`config.mk`:
```
export PLATFORM = sky130hd
export DESIGN_NAME = pix_packer
export DESIGN_NICKNAME = d
export VERILOG_FILES = /design/src/rtl/pix_pack_pkg.sv /design/src/rtl/px_fmt_decode.sv /design/src/rtl/px_chan_pack.sv /design/src/rtl/px_lane_place.sv /design/src/rtl/pix_packer.sv
export SDC_FILE = /design/constraint.sdc
export NUM_CORES = 1
export LEC_CHECK = 0
export BUFFER_PORTS_ARGS = -buffer_cell sky130_fd_sc_hd__buf_2
export CORE_AREA = 8 8 119 110
export CTS_CLUSTER_DIAMETER = 80
export DETAILED_ROUTE_END_ITERATION = 7
export DIE_AREA = 0 0 127 118
export PLACE_DENSITY_LB_ADDON = 0.2
export SETUP_SLACK_MARGIN = 0.2
export SYNTH_ARGS = -nofsm -noshare
export SYNTH_HDL_FRONTEND = slang
export SYNTH_HIERARCHICAL = 1
export SYNTH_SLANG_ARGS = --single-unit
```
`constraint.sdc`:
```
create_clock -name clk -period 3.81 [get_ports clk]
set_input_delay 0.5715 -clock clk [delete_from_list [all_inputs] [get_ports clk]]
set_output_delay 0.5715 -clock clk [all_outputs]
set_load 0.03 [all_outputs]
```
`src/rtl/pix_pack_pkg.sv`:
```
package pix_pack_pkg;
  localparam int PIX_BYTES = 4;
  localparam int PIX_IDX_W = $clog2(PIX_BYTES);

  typedef enum logic [2:0] {
    LAY_NONE,
    LAY_4444,
    LAY_565,
    LAY_888,
    LAY_8888
  } layout_e;

  typedef struct packed {
    layout_e    lay;
    logic       rgb_first;  // red in the upper colour slot
    logic       alpha_low;  // alpha in the lowest field
    logic [2:0] nbytes;
  } fmt_info_t;

  typedef struct packed {
    logic [7:0] a;
    logic [7:0] r;
    logic [7:0] g;
    logic [7:0] b;
  } argb_t;
endpackage

```
`src/rtl/px_fmt_decode.sv`:
```
module px_fmt_decode
  import pix_pack_pkg::*;
(
  input  logic [3:0] fmt,
  output fmt_info_t  info
);
  always_comb begin
    info.rgb_first = fmt[0];
    info.alpha_low = fmt[1];
    unique case (fmt)
      4'd0, 4'd1, 4'd2, 4'd3: begin
        info.lay    = LAY_4444;
        info.nbytes = 3'd2;
      end
      4'd6, 4'd7: begin
        info.lay    = LAY_565;
        info.nbytes = 3'd2;
      end
      4'd8, 4'd9: begin
        info.lay    = LAY_888;
        info.nbytes = 3'd3;
      end
      4'd12, 4'd13, 4'd14, 4'd15: begin
        info.lay    = LAY_8888;
        info.nbytes = 3'd4;
      end
      default: begin
        info.lay    = LAY_NONE;
        info.nbytes = 3'd0;
      end
    endcase
  end
endmodule

```
`src/rtl/px_chan_pack.sv`:
```
module px_chan_pack
  import pix_pack_pkg::*;
(
  input  argb_t       pix,
  input  layout_e     lay,
  input  logic        rgb_first,
  input  logic        alpha_low,
  input  logic        alpha_en,
  input  logic        alpha_inv,
  output logic [31:0] packed_px
);
  logic [7:0] a8, hi, lo;

  always_comb begin
    if (alpha_en) a8 = alpha_inv ? ~pix.a : pix.a;
    else          a8 = {8{alpha_inv}};
    hi = rgb_first ? pix.r : pix.b;
    lo = rgb_first ? pix.b : pix.r;
  end

  always_comb begin
    packed_px = '0;
    unique case (lay)
      LAY_4444: packed_px[15:0] = alpha_low ?
                  {hi[7:4], pix.g[7:4], lo[7:4], a8[7:4]} :
                  {a8[7:4], hi[7:4], pix.g[7:4], lo[7:4]};
      LAY_565:  packed_px[15:0] = {hi[7:3], pix.g[7:2], lo[7:3]};
      LAY_888:  packed_px[23:0] = {hi, pix.g, lo};
      LAY_8888: packed_px = alpha_low ? {hi, pix.g, lo, a8} : {a8, hi, pix.g, lo};
      default:  packed_px = '0;
    endcase
  end
endmodule

```
`src/rtl/px_lane_place.sv`:
```
module px_lane_place
  import pix_pack_pkg::*;
#(
  parameter int WORD_BYTES = 4
) (
  input  logic [31:0]                   pix,
  input  logic [2:0]                    nbytes,
  input  logic [$clog2(WORD_BYTES)-1:0] ptr,
  input  logic [WORD_BYTES-1:0]         byte_en,
  output logic [2*WORD_BYTES*8-1:0]     win_data,
  output logic [2*WORD_BYTES-1:0]       win_strb
);
  localparam int WIN   = 2 * WORD_BYTES;
  localparam int OFF_W = $clog2(WIN) + 1;

  logic [7:0] pb [PIX_BYTES];

  for (genvar k = 0; k < PIX_BYTES; k++) begin : g_split
    assign pb[k] = pix[8*k +: 8];
  end

  for (genvar j = 0; j < WIN; j++) begin : g_lane
    logic [OFF_W-1:0] off;
    logic             hit;
    assign off = OFF_W'(j) - OFF_W'(ptr);
    assign hit = (OFF_W'(j) >= OFF_W'(ptr)) && (off < OFF_W'(nbytes));
    assign win_data[8*j +: 8] = hit ? pb[off[PIX_IDX_W-1:0]] : 8'h00;
    assign win_strb[j] = hit & byte_en[j % WORD_BYTES];
  end
endmodule

```
`src/rtl/pix_packer.sv`:
```
module pix_packer
  import pix_pack_pkg::*;
#(
  parameter int WORD_BYTES = 4  // power of two, at least PIX_BYTES
) (
  input  logic                      clk,
  input  logic                      rst_n,
  input  logic [3:0]                cfg_fmt,
  input  logic                      cfg_alpha_en,
  input  logic                      cfg_alpha_inv,
  input  logic [WORD_BYTES-1:0]     cfg_byte_en,
  input  logic                      in_valid,
  output logic                      in_ready,
  input  logic [31:0]               in_pixel,
  input  logic                      in_sol,
  output logic                      out_valid,
  input  logic                      out_ready,
  output logic [2*WORD_BYTES*8-1:0] out_data,
  output logic [2*WORD_BYTES-1:0]   out_strb,
  output logic                      out_word_adv
);
  localparam int PTR_W = $clog2(WORD_BYTES);
  localparam int SUM_W = PTR_W + 3;
  localparam int WIN   = 2 * WORD_BYTES;

  fmt_info_t          info;
  logic [31:0]        packed_px;
  logic [PTR_W-1:0]   ptr_q, ptr_eff;
  logic [SUM_W-1:0]   pos_sum;
  logic               adv;
  logic [WIN*8-1:0]   win_data;
  logic [WIN-1:0]     win_strb;
  logic               accept;

  px_fmt_decode u_dec (
    .fmt  (cfg_fmt),
    .info (info)
  );

  px_chan_pack u_pack (
    .pix       (argb_t'(in_pixel)),
    .lay       (info.lay),
    .rgb_first (info.rgb_first),
    .alpha_low (info.alpha_low),
    .alpha_en  (cfg_alpha_en),
    .alpha_inv (cfg_alpha_inv),
    .packed_px (packed_px)
  );

  assign ptr_eff = in_sol ? '0 : ptr_q;
  assign pos_sum = SUM_W'(ptr_eff) + SUM_W'(info.nbytes);
  assign adv     = pos_sum >= SUM_W'(WORD_BYTES);

  px_lane_place #(.WORD_BYTES(WORD_BYTES)) u_place (
    .pix      (packed_px),
    .nbytes   (info.nbytes),
    .ptr      (ptr_eff),
    .byte_en  (cfg_byte_en),
    .win_data (win_data),
    .win_strb (win_strb)
  );

  assign in_ready = !out_valid || out_ready;
  assign accept   = in_valid && in_ready;

  always_ff @(posedge clk) begin
    if (!rst_n) begin
      ptr_q        <= '0;
      out_valid    <= 1'b0;
      out_data     <= '0;
      out_strb     <= '0;
      out_word_adv <= 1'b0;
    end else if (accept) begin
      ptr_q        <= pos_sum[PTR_W-1:0];
      out_valid    <= 1'b1;
      out_data     <= win_data;
      out_strb     <= win_strb;
      out_word_adv <= adv;
    end else if (out_ready) begin
      out_valid    <= 1'b0;
    end
  end
endmodule

```
==> impl_results.md <==
- Antenna violations before repair: 0
- Most Used Layer, Global Route: met2
- Cts repair resizes: 0
- Leak pwr: 2.73 nW
- Routed len/inst: 20.5 microns
- Setup Buffers After CTS: 0
- Antenna Diode Count: 0
- YS warnings: 6
- Layout cells sized above 1: 0.270
- Final setup fails: 0
- Gpl congestion: 0.867
- Antenna Nets Post-Route: 0
- Worst Path Required: 3.98 ns
- CP max FO: 16
- Met1 Usage GRT: 0.340
- Final HPWL DP: 14300 microns
- Vias in the first global route: 5770
- Largest net degree at the start of global routing: 77
- First-pass DRT Iterations: 6
- Total number of vias: 5918
- Cts bufs inserted: 9
- Worst-Skew Late Latency: 0.34 ns
- Initial DRC Count: 662
- Nets: 875
- Crit Path Category: in -> reg
- Max cap viols: 0
- Min setup slack post-route: 0.851 ns
- Pre-CTS WS: 0.648 ns
- Fin. Hold Viols: 0
- FP Rows: 37
- CTS Buffer Depth: 2
- Via-per-instance ratio: 6.22
- Endpoint class of the critical path: register
- Worst setup SP type: input port
- HP Class: reg -> reg
- Die Ht: 118 microns
- Post-synth cell types: 63
- Sink Count: 76
- Residual DRC count: 0
- CTS tree: built
- Buffers added on ports: 121
- Post-Syn Nets: 798
- Ys flop type: dfxtp_1
- FMAX: 338 MHz
- Period Utilization, post-route: 0.777
- Cells after Synth: 734
- Slew Limit Fails: 0
- Core Box Area: 0.0111 sq mm
- Max IR drop VDD: 0.000206 V
- Die area: 0.0150 sq mm
- M2 GR Usage: 0.402
- Measured slew at the worst slew-check pin: 1.25 ns
- RSZ-0062 raised after global routing: no
- Register area: 0.00152 sq mm
- Met3 usage: 0.0684
- Area Overhead vs Synth: 12.3%
- Post-Syn Area: 0.00595 sq mm
- Synthesized flop and latch total: 76
- Total grt overflow: 0
- CTS H-tree lvls: 3
- Area of the multi-input gates: 0.00389 sq mm
- Max-slew headroom: 0.167
- Total negative slack: 0 ns
- Arrival time at the worst endpoint: 3.13 ns
- Root buf cell: clkbuf_16
- Flop2flop setup slack: 0.97 ns
- Async set or reset register ratio after synthesis: 0
- Register area share after synthesis: 0.256
- Drt total wl: 19500 microns
- Power, Total: 2.30 mW
- Global-route wire length before repair: 31200 microns
- Ports: 122
- CTS Hold Bufs: 0
- Avg Cell Area, Syn: 8.11 sq um
- Outcome: finished clean
- Post-synth EDFFs: 0
- Leading cell types in the layout, fill and taps excluded: buf_2 (121), a21oi_1 (87), nand3_1 (76), dfxtp_1 (76), nor2_1 (65)
- Clock skew: 0.00554 ns
- Initial Utilization: 0.536
- CTS clk-pin slew, worst paths: 0.06 ns
- Fill cells: 1036
- Die X: 127 microns
- Leading cell type in the layout, fill and taps excluded: buf_2
- Final min period: 2.96 ns
- Total GRT Usage: 0.256
- Pwr dens: 345 mW/mm^2
Yosys cell counts, types with 2 or more instances:
library cell | instances | share of area
o21bai_1 | 2 | 0.0025
nor3_1 | 2 | 0.0017
o211ai_2 | 2 | 0.0042
o2bb2ai_1 | 2 | 0.0029
buf_1 | 5 | 0.0032
nand3_1 | 76 | 0.064
nor2b_1 | 26 | 0.027
o211ai_1 | 2 | 0.0025
o21ai_1 | 61 | 0.051
clkbuf_1 | 11 | 0.0069
o21ai_0 | 27 | 0.023
a21oi_1 | 88 | 0.074
mux2i_1 | 35 | 0.059
a22oi_1 | 5 | 0.0063
a211o_1 | 2 | 0.0029
a211oi_1 | 7 | 0.0088
o22ai_1 | 10 | 0.011
ha_1 | 16 | 0.034
mux4_2 | 16 | 0.061
buf_6 | 18 | 0.034
nand2b_1 | 2 | 0.0021
nor2_1 | 65 | 0.041
inv_1 | 15 | 0.0095
or2_2 | 2 | 0.0021
and2_1 | 18 | 0.019
or2b_1 | 2 | 0.0025
nand2_1 | 33 | 0.021
mux2_2 | 10 | 0.019
xnor2_1 | 7 | 0.010
dfxtp_1 | 76 | 0.26
buf_4 | 11 | 0.014
o221ai_1 | 8 | 0.012
mux2_4 | 14 | 0.035
buf_2 | 25 | 0.021
inv_2 | 5 | 0.0032
path summary, 6_finish.rpt:
path                              from                   endpoint  cells past startpoint
max                         cfg_fmt[0]  out_data[61]$_SDFFE_PN0P_                      9
min reg2reg  out_data[30]$_SDFFE_PN0P_  out_data[30]$_SDFFE_PN0P_                      2
min          out_data[30]$_SDFFE_PN0P_  out_data[30]$_SDFFE_PN0P_                      2
max reg2reg      ptr_q[0]$_SDFFE_PN0P_  out_data[39]$_SDFFE_PN0P_                      9
flip-flops by register name, summed over array words and instances, names as in the netlist:
register,count
ptr_q,2
out_valid,1
out_word_adv,1
out_data,64
out_strb,8
through the flow:
step | hold WS (ns) | area [sq um] | std cells | util
2_1_floorplan | 0.449 | 5950 | 734 | -
3_3_place_gp | 0.464 | 6380 | 936 | 0.574
3_5_place_dp | 0.469 | 6380 | 936 | 0.574
4_1_cts | 0.478 | 6680 | 952 | 0.601
5_1_grt | 0.500 | 6680 | 952 | 0.601
6_report | 0.476 | 6680 | 952 | 0.601
worst max-delay path, stage by stage:
cell       delay, ns
buf_2           0.37
mux2i_1         0.65
a2111oi_0       0.22
o21bai_1        0.34
mux2_4          0.35
mux2i_1         0.36
nor2_1          0.10
nand3_1         0.09
a21oi_1         0.07
cells by family (layout without fill, tap and decap cells):
| logic type | after synthesis | in the layout | share of synthesized area |
|---|---|---|---|
| flip-flops | 76 | 76 | 0.256 |
| buffers and inverters | 91 | 173 | 0.0925 |
| adder cells (fa/ha/maj) | 17 | 17 | 0.0370 |
| AND/OR/NAND/NOR | 238 | 238 | 0.200 |
| AO/OA/AOI/OAI | 230 | 230 | 0.231 |
| multiplexers | 75 | 75 | 0.174 |
| XOR/XNOR | 7 | 7 | 0.0103 |
power breakdown:
group	leakage [nW]	total [mW]	switching (mW)	internal [mW]
combinational	1.97	0.616	0.398	0.217
clock	0.138	0.861	0.350	0.510
sequential	0.615	0.828	0.0117	0.817
per-layer routing:
layer	up-vias	routed length [microns]
met5	-	0
met4	0	301
met3	25	1490
met2	219	8900
met1	2881	8790
li1	2793	-
cell type report:
class | instances | area share
tap | 136 | 0.0255
clock buffer | 9 | 0.0337
clock inverter | 7 | 0.0112
sequential | 76 | 0.228
inverter | 20 | 0.0112
multi-input combinational | 567 | 0.582
timing repair buffer | 137 | 0.109
Power figures use the tool's default switching activity.
